## src/rtl/tx_sel_pkg.sv

```systemverilog
package tx_sel_pkg;
  localparam int ID_W  = 29;
  localparam int STD_W = 11;
  localparam int KEY_W = ID_W + 1;

  // key = {aligned id, ext}; smaller key = higher bus priority
  function automatic logic [KEY_W-1:0] make_key(logic [ID_W-1:0] id, logic ext);
    logic [ID_W-1:0] al;
    al = ext ? id : {id[STD_W-1:0], {(ID_W-STD_W){1'b0}}};
    return {al, ext};
  endfunction
endpackage

```

## src/rtl/tx_sel_store.sv

```systemverilog
module tx_sel_store
  import tx_sel_pkg::*;
#(
  parameter int N  = 16,
  parameter int BW = 4,
  parameter int CW = 5
) (
  input  logic                      clk_i,
  input  logic                      rst_ni,
  input  logic                      cfg_we_i,
  input  logic [BW-1:0]             cfg_box_i,
  input  logic [ID_W-1:0]           cfg_id_i,
  input  logic                      cfg_ext_i,
  input  logic                      req_set_i,
  input  logic [BW-1:0]             req_box_i,
  input  logic                      cnt_we_i,
  input  logic [CW-1:0]             cnt_i,
  input  logic                      busy_i,
  input  logic [BW-1:0]             lock_box_i,
  input  logic                      clr_i,
  output logic [N-1:0][KEY_W-1:0]   keys_o,
  output logic [N-1:0]              elig_o,
  output logic [N-1:0]              req_o,
  output logic [CW-1:0]             cnt_o
);
  logic [CW-1:0] cnt_q;
  logic          cfg_ok;

  assign cfg_ok = cfg_we_i && !(busy_i && cfg_box_i == lock_box_i);

  always_ff @(posedge clk_i or negedge rst_ni) begin
    if (!rst_ni)       cnt_q <= '0;
    else if (cnt_we_i) cnt_q <= cnt_i;
  end
  assign cnt_o = cnt_q;

  for (genvar g = 0; g < N; g++) begin : g_box
    logic [KEY_W-1:0] key_q;
    logic             req_q;

    always_ff @(posedge clk_i or negedge rst_ni) begin
      if (!rst_ni) begin
        key_q <= '1;
        req_q <= 1'b0;
      end else begin
        if (cfg_ok && cfg_box_i == BW'(g))
          key_q <= make_key(cfg_id_i, cfg_ext_i);
        if (req_set_i && req_box_i == BW'(g))
          req_q <= 1'b1;
        else if (clr_i && lock_box_i == BW'(g))
          req_q <= 1'b0;
      end
    end

    assign keys_o[g] = key_q;
    assign req_o[g]  = req_q;
    assign elig_o[g] = req_q && (CW'(g) < cnt_q);
  end
endmodule

```

## src/rtl/tx_sel_tree.sv

```systemverilog
module tx_sel_tree
  import tx_sel_pkg::*;
#(
  parameter int N  = 16,
  parameter int BW = 4
) (
  input  logic [N-1:0][KEY_W-1:0] keys_i,
  input  logic [N-1:0]            elig_i,
  output logic                    win_valid_o,
  output logic [BW-1:0]           win_box_o
);
  // heap layout: node k has children 2k and 2k+1, leaves at N..2N-1
  logic [2*N-1:1]              nv;
  logic [2*N-1:1][KEY_W-1:0]   nk;
  logic [2*N-1:1][BW-1:0]      ni;

  for (genvar g = 0; g < N; g++) begin : g_leaf
    assign nv[N+g] = elig_i[g];
    assign nk[N+g] = keys_i[g];
    assign ni[N+g] = BW'(g);
  end

  for (genvar k = 1; k < N; k++) begin : g_node
    logic take_r;
    // right child only on strictly smaller key: ties keep lower box
    assign take_r = nv[2*k+1] && (!nv[2*k] || nk[2*k+1] < nk[2*k]);
    assign nv[k]  = nv[2*k] | nv[2*k+1];
    assign nk[k]  = take_r ? nk[2*k+1] : nk[2*k];
    assign ni[k]  = take_r ? ni[2*k+1] : ni[2*k];
  end

  assign win_valid_o = nv[1];
  assign win_box_o   = ni[1];
endmodule

```

## src/rtl/tx_sel_ctrl.sv

```systemverilog
module tx_sel_ctrl #(
  parameter int BW = 4
) (
  input  logic          clk_i,
  input  logic          rst_ni,
  input  logic          start_i,
  input  logic          done_ok_i,
  input  logic          done_err_i,
  input  logic          win_valid_i,
  input  logic [BW-1:0] win_box_i,
  output logic          busy_o,
  output logic [BW-1:0] lock_box_o,
  output logic          clr_o,
  output logic [BW-1:0] last_box_o
);
  logic          busy_q;
  logic [BW-1:0] lock_q, last_q;

  always_ff @(posedge clk_i or negedge rst_ni) begin
    if (!rst_ni) begin
      busy_q <= 1'b0;
      lock_q <= '0;
      last_q <= '0;
    end else if (!busy_q) begin
      if (start_i && win_valid_i) begin
        busy_q <= 1'b1;
        lock_q <= win_box_i;
      end
    end else if (done_ok_i) begin
      busy_q <= 1'b0;
      last_q <= lock_q;
    end else if (done_err_i) begin
      busy_q <= 1'b0;
    end
  end

  assign busy_o     = busy_q;
  assign lock_box_o = lock_q;
  assign clr_o      = busy_q && done_ok_i;
  assign last_box_o = last_q;
endmodule

```

## src/rtl/tx_sel_top.sv

```systemverilog
module tx_sel_top
  import tx_sel_pkg::*;
#(
  parameter int N  = 16,
  localparam int BW = $clog2(N),
  localparam int CW = $clog2(N + 1)
) (
  input  logic            clk_i,
  input  logic            rst_ni,
  input  logic            cfg_we_i,
  input  logic [BW-1:0]   cfg_box_i,
  input  logic [ID_W-1:0] cfg_id_i,
  input  logic            cfg_ext_i,
  input  logic            req_set_i,
  input  logic [BW-1:0]   req_box_i,
  input  logic            cnt_we_i,
  input  logic [CW-1:0]   cnt_i,
  input  logic            start_i,
  input  logic            done_ok_i,
  input  logic            done_err_i,
  output logic            sel_valid_o,
  output logic [BW-1:0]   sel_box_o,
  output logic            busy_o,
  output logic [BW-1:0]   last_box_o,
  output logic [N-1:0]    req_o
);
  logic [N-1:0][KEY_W-1:0] keys;
  logic [N-1:0]            elig;
  logic [CW-1:0]           cnt_q;
  logic                    win_valid, busy, clr;
  logic [BW-1:0]           win_box, lock_box;

  tx_sel_store #(.N(N), .BW(BW), .CW(CW)) u_store (
    .clk_i, .rst_ni, .cfg_we_i, .cfg_box_i, .cfg_id_i, .cfg_ext_i,
    .req_set_i, .req_box_i, .cnt_we_i, .cnt_i,
    .busy_i(busy), .lock_box_i(lock_box), .clr_i(clr),
    .keys_o(keys), .elig_o(elig), .req_o(req_o), .cnt_o(cnt_q)
  );

  tx_sel_tree #(.N(N), .BW(BW)) u_tree (
    .keys_i(keys), .elig_i(elig),
    .win_valid_o(win_valid), .win_box_o(win_box)
  );

  tx_sel_ctrl #(.BW(BW)) u_ctrl (
    .clk_i, .rst_ni, .start_i, .done_ok_i, .done_err_i,
    .win_valid_i(win_valid), .win_box_i(win_box),
    .busy_o(busy), .lock_box_o(lock_box), .clr_o(clr), .last_box_o(last_box_o)
  );

  assign busy_o      = busy;
  assign sel_valid_o = busy | win_valid;
  assign sel_box_o   = busy ? lock_box : win_box;
endmodule

```

## config.mk

```make
export PLATFORM = sky130hd
export DESIGN_NAME = tx_sel_top
export DESIGN_NICKNAME = d
export VERILOG_FILES = /design/src/rtl/tx_sel_pkg.sv /design/src/rtl/tx_sel_store.sv /design/src/rtl/tx_sel_tree.sv /design/src/rtl/tx_sel_ctrl.sv /design/src/rtl/tx_sel_top.sv
export SDC_FILE = /design/constraint.sdc
export NUM_CORES = 2
export LEC_CHECK = 0
export BUFFER_PORTS_ARGS = -buffer_cell sky130_fd_sc_hd__clkbuf_2
export CAP_MARGIN = 30
export CELL_PAD_IN_SITES_DETAIL_PLACEMENT = 0
export CELL_PAD_IN_SITES_GLOBAL_PLACEMENT = 1
export CORE_AREA = 2 2 377 192
export DETAILED_ROUTE_END_ITERATION = 10
export DIE_AREA = 0 0 379 194
export PLACE_DENSITY = 0.87
export SLEW_MARGIN = 25
export SYNTH_ARGS = -nofsm -noshare
export SYNTH_HDL_FRONTEND = slang
export SYNTH_SLANG_ARGS = --single-unit
```

## constraint.sdc

```tcl
create_clock -name clk_i -period 15.7 [get_ports clk_i]
set_input_delay 0 -clock clk_i [delete_from_list [all_inputs] [get_ports clk_i]]
set_output_delay 0 -clock clk_i [all_outputs]
set_load 0.02 [all_outputs]
```

# == Word-level counts from Yosys, hierarchy flattened ==
# Index checks and enable logic that the tools add are counted.
# word_totals
inputBits,51
elab_cells,332
register_bits,510
output_inout_bits,26
# classes
order_cmp,31
n_eq_ne,46
n_reduce_logical,135
bitwise_logic,17
n_mux,67
# op_table
cell,count
$lt 30x30->1,15
$mux 30,14
$eq 4x4->1 const B,24
$logic_and 1x1->1,83
$eq 4x3->1 const B,12
$mux 1,44
$lt 4x5->1 const A,8
$reduce_bool 2->1,16
$mux 29,1
$eq 4x2->1 const B,6
$lt 3x5->1 const A,4
$logic_not 1->1,16
$or 1x1->1,16
$logic_or 1x1->1,15
$eq 4x1->1 const B,3
$logic_not 4->1,3
$lt 1x5->1 const A,2
$lt 2x5->1 const A,2
$mux 2,4
$mux 4,2
$mux 3,2
$eq 4x4->1,1
$reduce_and 2->1,2
$not 1->1,1

# == Logic depth before layout (Yosys ltp) ==
# logic_depth
depth_word,19
depth_mapped,51
depth_no_buf,45

# == Cells and area by module ==
# From an unflattened synthesis, not the netlist that was laid out.
# unflattened
hier_cells,3561
area_unflattened_um2,36508.8
# modules_own_cells
module,seq_area_each_um2,instances,area_each_um2,cells_per_inst
tx_sel_store,13137.6,1,20297.0,1336
tx_sel_tree,0.0,1,15790.1,2198
tx_sel_ctrl,225.2,1,370.4,22
tx_sel_top,0.0,1,51.3,5

# == Worst setup path after synthesis ==
# OpenSTA, ideal clock, no wires.
# synth_path
path_kind,reg-to-output
from,reg u_store.g_box[2].key_q[28]
to,out sel_box_o[0]
path_stages_with_launch,45
required_time_ns,15.700
n_path_buf,5
t_arrival_ns,9.407
slack_ns,6.293
cell_sequence,dfstp_2 -> inv_1 -> ha_1 -> a21oi_1 -> nand2_1 -> a221o_1 -> o31a_1 -> a311oi_2 -> buf_2 -> buf_2 -> mux2i_1 -> inv_1 -> ha_1 -> a21oi_1 -> nand2_1 -> a221o_1 -> a2111oi_1 -> nand3_1 -> (+9 left out) -> a31oi_1 -> a2bb2oi_1 -> a31oi_4 -> buf_4 -> buf_4 -> mux2i_1 -> ha_1 -> a21o_1 -> a21oi_1 -> o21ai_0 -> a211oi_1 -> a21oi_1 -> a211oi_1 -> o21ai_0 -> a211oi_2 -> nor2_1 -> o32ai_1 -> mux2_1
# synth_between
elab_chain_cells,17
word_cells_on_any_way,20
cone_classes,4 x order compare; 8 x mux; 8 x reduce/logical
# synth_rtl
item,line_no,source
start: declaration,tx_sel_store.sv:38,logic [KEY_W-1:0] key_q;
start signal: assignment,tx_sel_store.sv:47,"key_q <= make_key(cfg_id_i, cfg_ext_i);"
$lt 30x30->1,tx_sel_tree.sv:26,assign take_r = nv[2*k+1] && (!nv[2*k] || nk[2*k+1] < nk[2*k]);
$logic_or 1x1->1,tx_sel_tree.sv:26,
$logic_and 1x1->1,tx_sel_tree.sv:26,
$mux 30,tx_sel_tree.sv:28,assign nk[k] = take_r ? nk[2*k+1] : nk[2*k];
$lt 30x30->1,tx_sel_tree.sv:26,
$logic_or 1x1->1,tx_sel_tree.sv:26,
$logic_and 1x1->1,tx_sel_tree.sv:26,
$mux 30,tx_sel_tree.sv:28,
$lt 30x30->1,tx_sel_tree.sv:26,
$logic_or 1x1->1,tx_sel_tree.sv:26,
$logic_and 1x1->1,tx_sel_tree.sv:26,
$mux 30,tx_sel_tree.sv:28,
$lt 30x30->1,tx_sel_tree.sv:26,
$logic_or 1x1->1,tx_sel_tree.sv:26,
$logic_and 1x1->1,tx_sel_tree.sv:26,
$mux 4 (*),tx_sel_tree.sv:29,assign ni[k] = take_r ? ni[2*k+1] : ni[2*k];
$mux 4 (*),tx_sel_top.sv:53,assign sel_box_o = busy ? lock_box : win_box;
end: declaration,tx_sel_top.sv:22,"output logic [BW-1:0] sel_box_o,"
# Every way passes the cells marked *; elsewhere a longest branch is shown, timed or not.

# == Worst setup path in the final report ==
# layout_path
from,reg u_store.g_box[4].key_q[27]
to,out sel_box_o[0]
# layout_between
elab_chain_cells,17
word_cells_on_any_way,20
cone_classes,4 x order compare; 8 x mux; 8 x reduce/logical
# layout_rtl
item,line_no
start: declaration,tx_sel_store.sv:38
start signal: assignment,tx_sel_store.sv:47
$lt 30x30->1,tx_sel_tree.sv:26
$logic_or 1x1->1,tx_sel_tree.sv:26
$logic_and 1x1->1,tx_sel_tree.sv:26
$mux 30,tx_sel_tree.sv:28
$lt 30x30->1,tx_sel_tree.sv:26
$logic_or 1x1->1,tx_sel_tree.sv:26
$logic_and 1x1->1,tx_sel_tree.sv:26
$mux 30,tx_sel_tree.sv:28
$lt 30x30->1,tx_sel_tree.sv:26
$logic_or 1x1->1,tx_sel_tree.sv:26
$logic_and 1x1->1,tx_sel_tree.sv:26
$mux 30,tx_sel_tree.sv:28
$lt 30x30->1,tx_sel_tree.sv:26
$logic_or 1x1->1,tx_sel_tree.sv:26
$logic_and 1x1->1,tx_sel_tree.sv:26
$mux 4 (*),tx_sel_tree.sv:29
$mux 4 (*),tx_sel_top.sv:53
# Marked as above.

==> summary.txt <==
Setup path
  – CP max stage delay: 0.81 ns
  – CP startpoint kind: flip-flop
  – Slowest-stage cell, CP: o32ai_2
  – Crit path kind: reg2out
  – WP data required: 15.70 ns
  – Crit-path max FO: 49
  – Worst Setup End Kind: primary output
  – WP data arrival: 13.15 ns
  – Most frequent CP cell: a21oi_1

Clock tree
  – Post-CTS resize count: 0
  – H-Tree Depth: 2
  – Root Driver: clkbuf_16
  – CTS Buf Count: 50
  – Cts hold-fix bufs: 58
  – TritonCTS clock tree: built
  – # Post-CTS Setup Buffers: 0
  – Clock sink count: 510
  – Max clock buf depth: 3
  – Clock latency on the worst-skew pair: 0.63 ns
  – Clk pin slew, worst setup/hold paths: 0.06 ns

Logic synthesis
  – Synth Flop Type: dfstp_2
  – Synthesized area per cell: 8.51 um^2
  – Yosys warnings: 0
  – Synth top area share: 36.1%
  – Yosys top cell by area: dfstp_2
  – Gate Count Post-Synth: 4101
  – Top cells by area, synth: dfstp_2 (36%), ha_1 (16%), o21ai_0 (9.6%)
  – Synthesized flop and latch total: 510
  – Seq/Total Area, Yosys: 38.3%
  – Post-Syn Area: 34900 um^2
  – Number of library cell types mapped by synthesis: 80
  – Post-synth EDFFs: 0
  – Asr flop ratio synth: 100%
  – Synthesized net count: 4587

Floorplan
  – Starting Density: 49.6%
  – Height of the chip: 194 um
  – Die footprint: 73500 um^2
  – Die extent in x: 379 um
  – Core Region: 70300 um^2
  – I/O pins: 77
  – Site Rows: 69

GRT
  – Pin count of the biggest net entering global routing: 150
  – First-pass GRT wire length: 172000 um
  – Vias in the first global route: 26987
  – Total track usage: 31.0%
  – Initial antenna violation count: 6
  – Grt ovf: 0

Routing
  – Average routed wire per standard cell: 22.3 um
  – Routed Wire Length: 114000 um
  – Routed Antenna Nets: 0
  – Drt first pass iters: 5
  – # DRC: 0
  – Vias/cell: 5.79
  – DR iter-0 viols: 3463
  – DR vias: 29510

Layout
  – Layout cells sized above 1: 19.0%
  – Layout Nets: 4584
  – P&R area growth vs syn: 10.9%

Pwr
  – Power, Total: 9.82 mW
  – Power per standard cell area: 254 nW/um^2
  – Static Leakage: 17.2 nW
  – VDD IR max: 0.000229 V

Timing
  – Fin. max-slew vios: 0
  – Slew at the pin closest to its max-slew limit: 1.12 ns
  – Slew headroom: 25.1%
  – Minimum clock period: 13.15 ns
  – Final Hold Viols: 0
  – Layout Skew: 0.0255 ns
  – Final Cycle Share: 83.7%
  – Fmax: 0.0761 GHz
  – Total negative slack: 0 ns
  – Final setup viols: 0
  – RSZ-0062 raised after global routing: no

Place
  – HPWL after DPL: 83500 um
  – RD Place Congestion: 0.969
  – # port buffers: 76

Job
  – Max-cap violations: 0

Outcome
  – Status: finished, final reports clean

Worst hold path
  – Worst hold path type: in2reg
==> routing by layer <==
metal / part of all wire (%) / global-route usage [%]
met3: 13 / 11.2
met2: 36 / 37.7
met5: 0.011 / 0
met4: 2.1 / 6.91
met1: 50 / 50.2
==> synth_stat cells (all sizes together), types with 4 or more instances <==
master,number
a2111oi,12
a211o,8
a211oi,36
a21o,38
a21oi,288
a221o,4
a221oi,4
a2bb2oi,4
a31oi,12
and2,5
and3,10
and4,17
buf,61
clkbuf,181
dfrtp,30
dfstp,480
ha,435
inv,360
mux2,32
mux2i,162
nand2,699
nand2b,24
nand3,53
nand4,68
nor2,204
nor2b,7
nor3,27
nor4,10
o211ai,13
o21a,50
o21ai,683
o22ai,7
o31ai,4
o32ai,6
or2,16
or3,9
or4,5
==> state kept, by name (all words and copies together), names as in the netlist <==
name / cells
u_store.cnt_o: 5
u_ctrl.last_box_o: 4
u_store.g_box.req_q: 16
u_ctrl.lock_box_o: 4
u_store.g_box.key_q: 480
u_ctrl.busy_o: 1
==> through the flow <==
stage	hold WS, ns	std cells	utilization, %	setup WS, ns	instance area, um^2
finish	0.0515	5101	55.1	2.55	38700
global route	0.0512	5097	55.1	1.97	38700
CTS	0.00279	5082	54.8	2.16	38500
detailed placement	0.241	4933	51.4	2.91	36100
global placement	0.237	4925	51.2	3.13	36000
floorplan	-0.296	4101	-	6.29	34900
==> critical path: cells and delay by family, from the launching register on <==
family                   cells  cell delay [ns]
AND/OR/NAND/NOR              5             0.72
buffers and inverters        6             1.80
adder cells (fa/ha/maj)      4             1.21
flip-flops                   1             0.53
multiplexers                 3             1.06
AO/OA/AOI/OAI               27             7.10
==> placed cells by master, fill, tap and decap left out, types with 7 or more instances in the layout <==
master / instances
a2111oi_0: 9
a211o_1: 8
a211oi_1: 32
a21o_1: 38
a21oi_1: 287
a31oi_1: 11
and3_1: 10
and4_1: 17
buf_4: 32
buf_8: 9
bufinv_16: 9
clkbuf_16: 50
clkbuf_2: 76
clkbuf_8: 10
clkinv_2: 8
clkinvlp_4: 7
dfrtp_1: 30
dfstp_2: 480
dlygate4sd3_1: 60
ha_1: 435
inv_1: 359
mux2_2: 25
mux2i_1: 151
mux2i_4: 10
nand2_1: 695
nand2b_1: 24
nand3_1: 53
nand4_1: 68
nor2_1: 204
nor2b_1: 7
nor3_1: 26
nor4_1: 8
o211ai_1: 13
o21a_1: 50
o21ai_0: 665
o21ai_1: 13
or2_2: 12
==> cells by family (layout without fill, tap and decap cells) <==
group,count (synthesis),count (layout),share of synthesized area [%]
AOI/OAI and AO/OA,1195,1195,19.3
xor gates and xnor gates,4,4,0.100
adders and majority gates,435,435,15.6
buffers and inverters,602,638,6.77
DFF,510,510,38.3
muxes,194,194,5.69
other,0,6,0
and+or+nand+nor,1161,1161,14.3
==> layout make-up <==
cell class	instances	area, um^2
Fill cell	6473	31600
Multi-Input combinational cell	2989	19400
Sequential cell	510	13400
Timing Repair Buffer	187	1550
Clock buffer	64	1400
Inverter	360	1350
Tap cell	958	1200
Clock inverter	27	397
Antenna cell	6	15.0
==> path summary, 6_finish.rpt <==
kind / slack [ns] / startpoint / cells after the start / to
setup / recovery: 2.55 / u_store.g_box[4].key_q[27] / 45 / sel_box_o[0]
hold / removal: 0.05 / cfg_id_i[17] / 3 / u_store.g_box[5].key_q[18]
setup reg to reg: 3.39 / u_store.g_box[4].key_q[27] / 44 / u_ctrl.lock_box_o[0]
hold reg to reg: 0.48 / u_store.g_box[6].key_q[2] / 2 / u_store.g_box[6].key_q[2]
max in group asynchronous: 13.42 / rst_ni / 4 / u_store.g_box[13].req_q
min in group asynchronous: 0.51 / rst_ni / 2 / u_store.g_box[10].key_q[6]
==> report_power, final <==
group          switching, mW  leakage (nW)  internal, mW
Clock                  0.589         0.868         0.782
Sequential             0.283          5.35          1.79
Combinational           4.03          10.9          2.34
Total                   4.90          17.2          4.92
No activity file was read; power rests on OpenSTA's default activity.
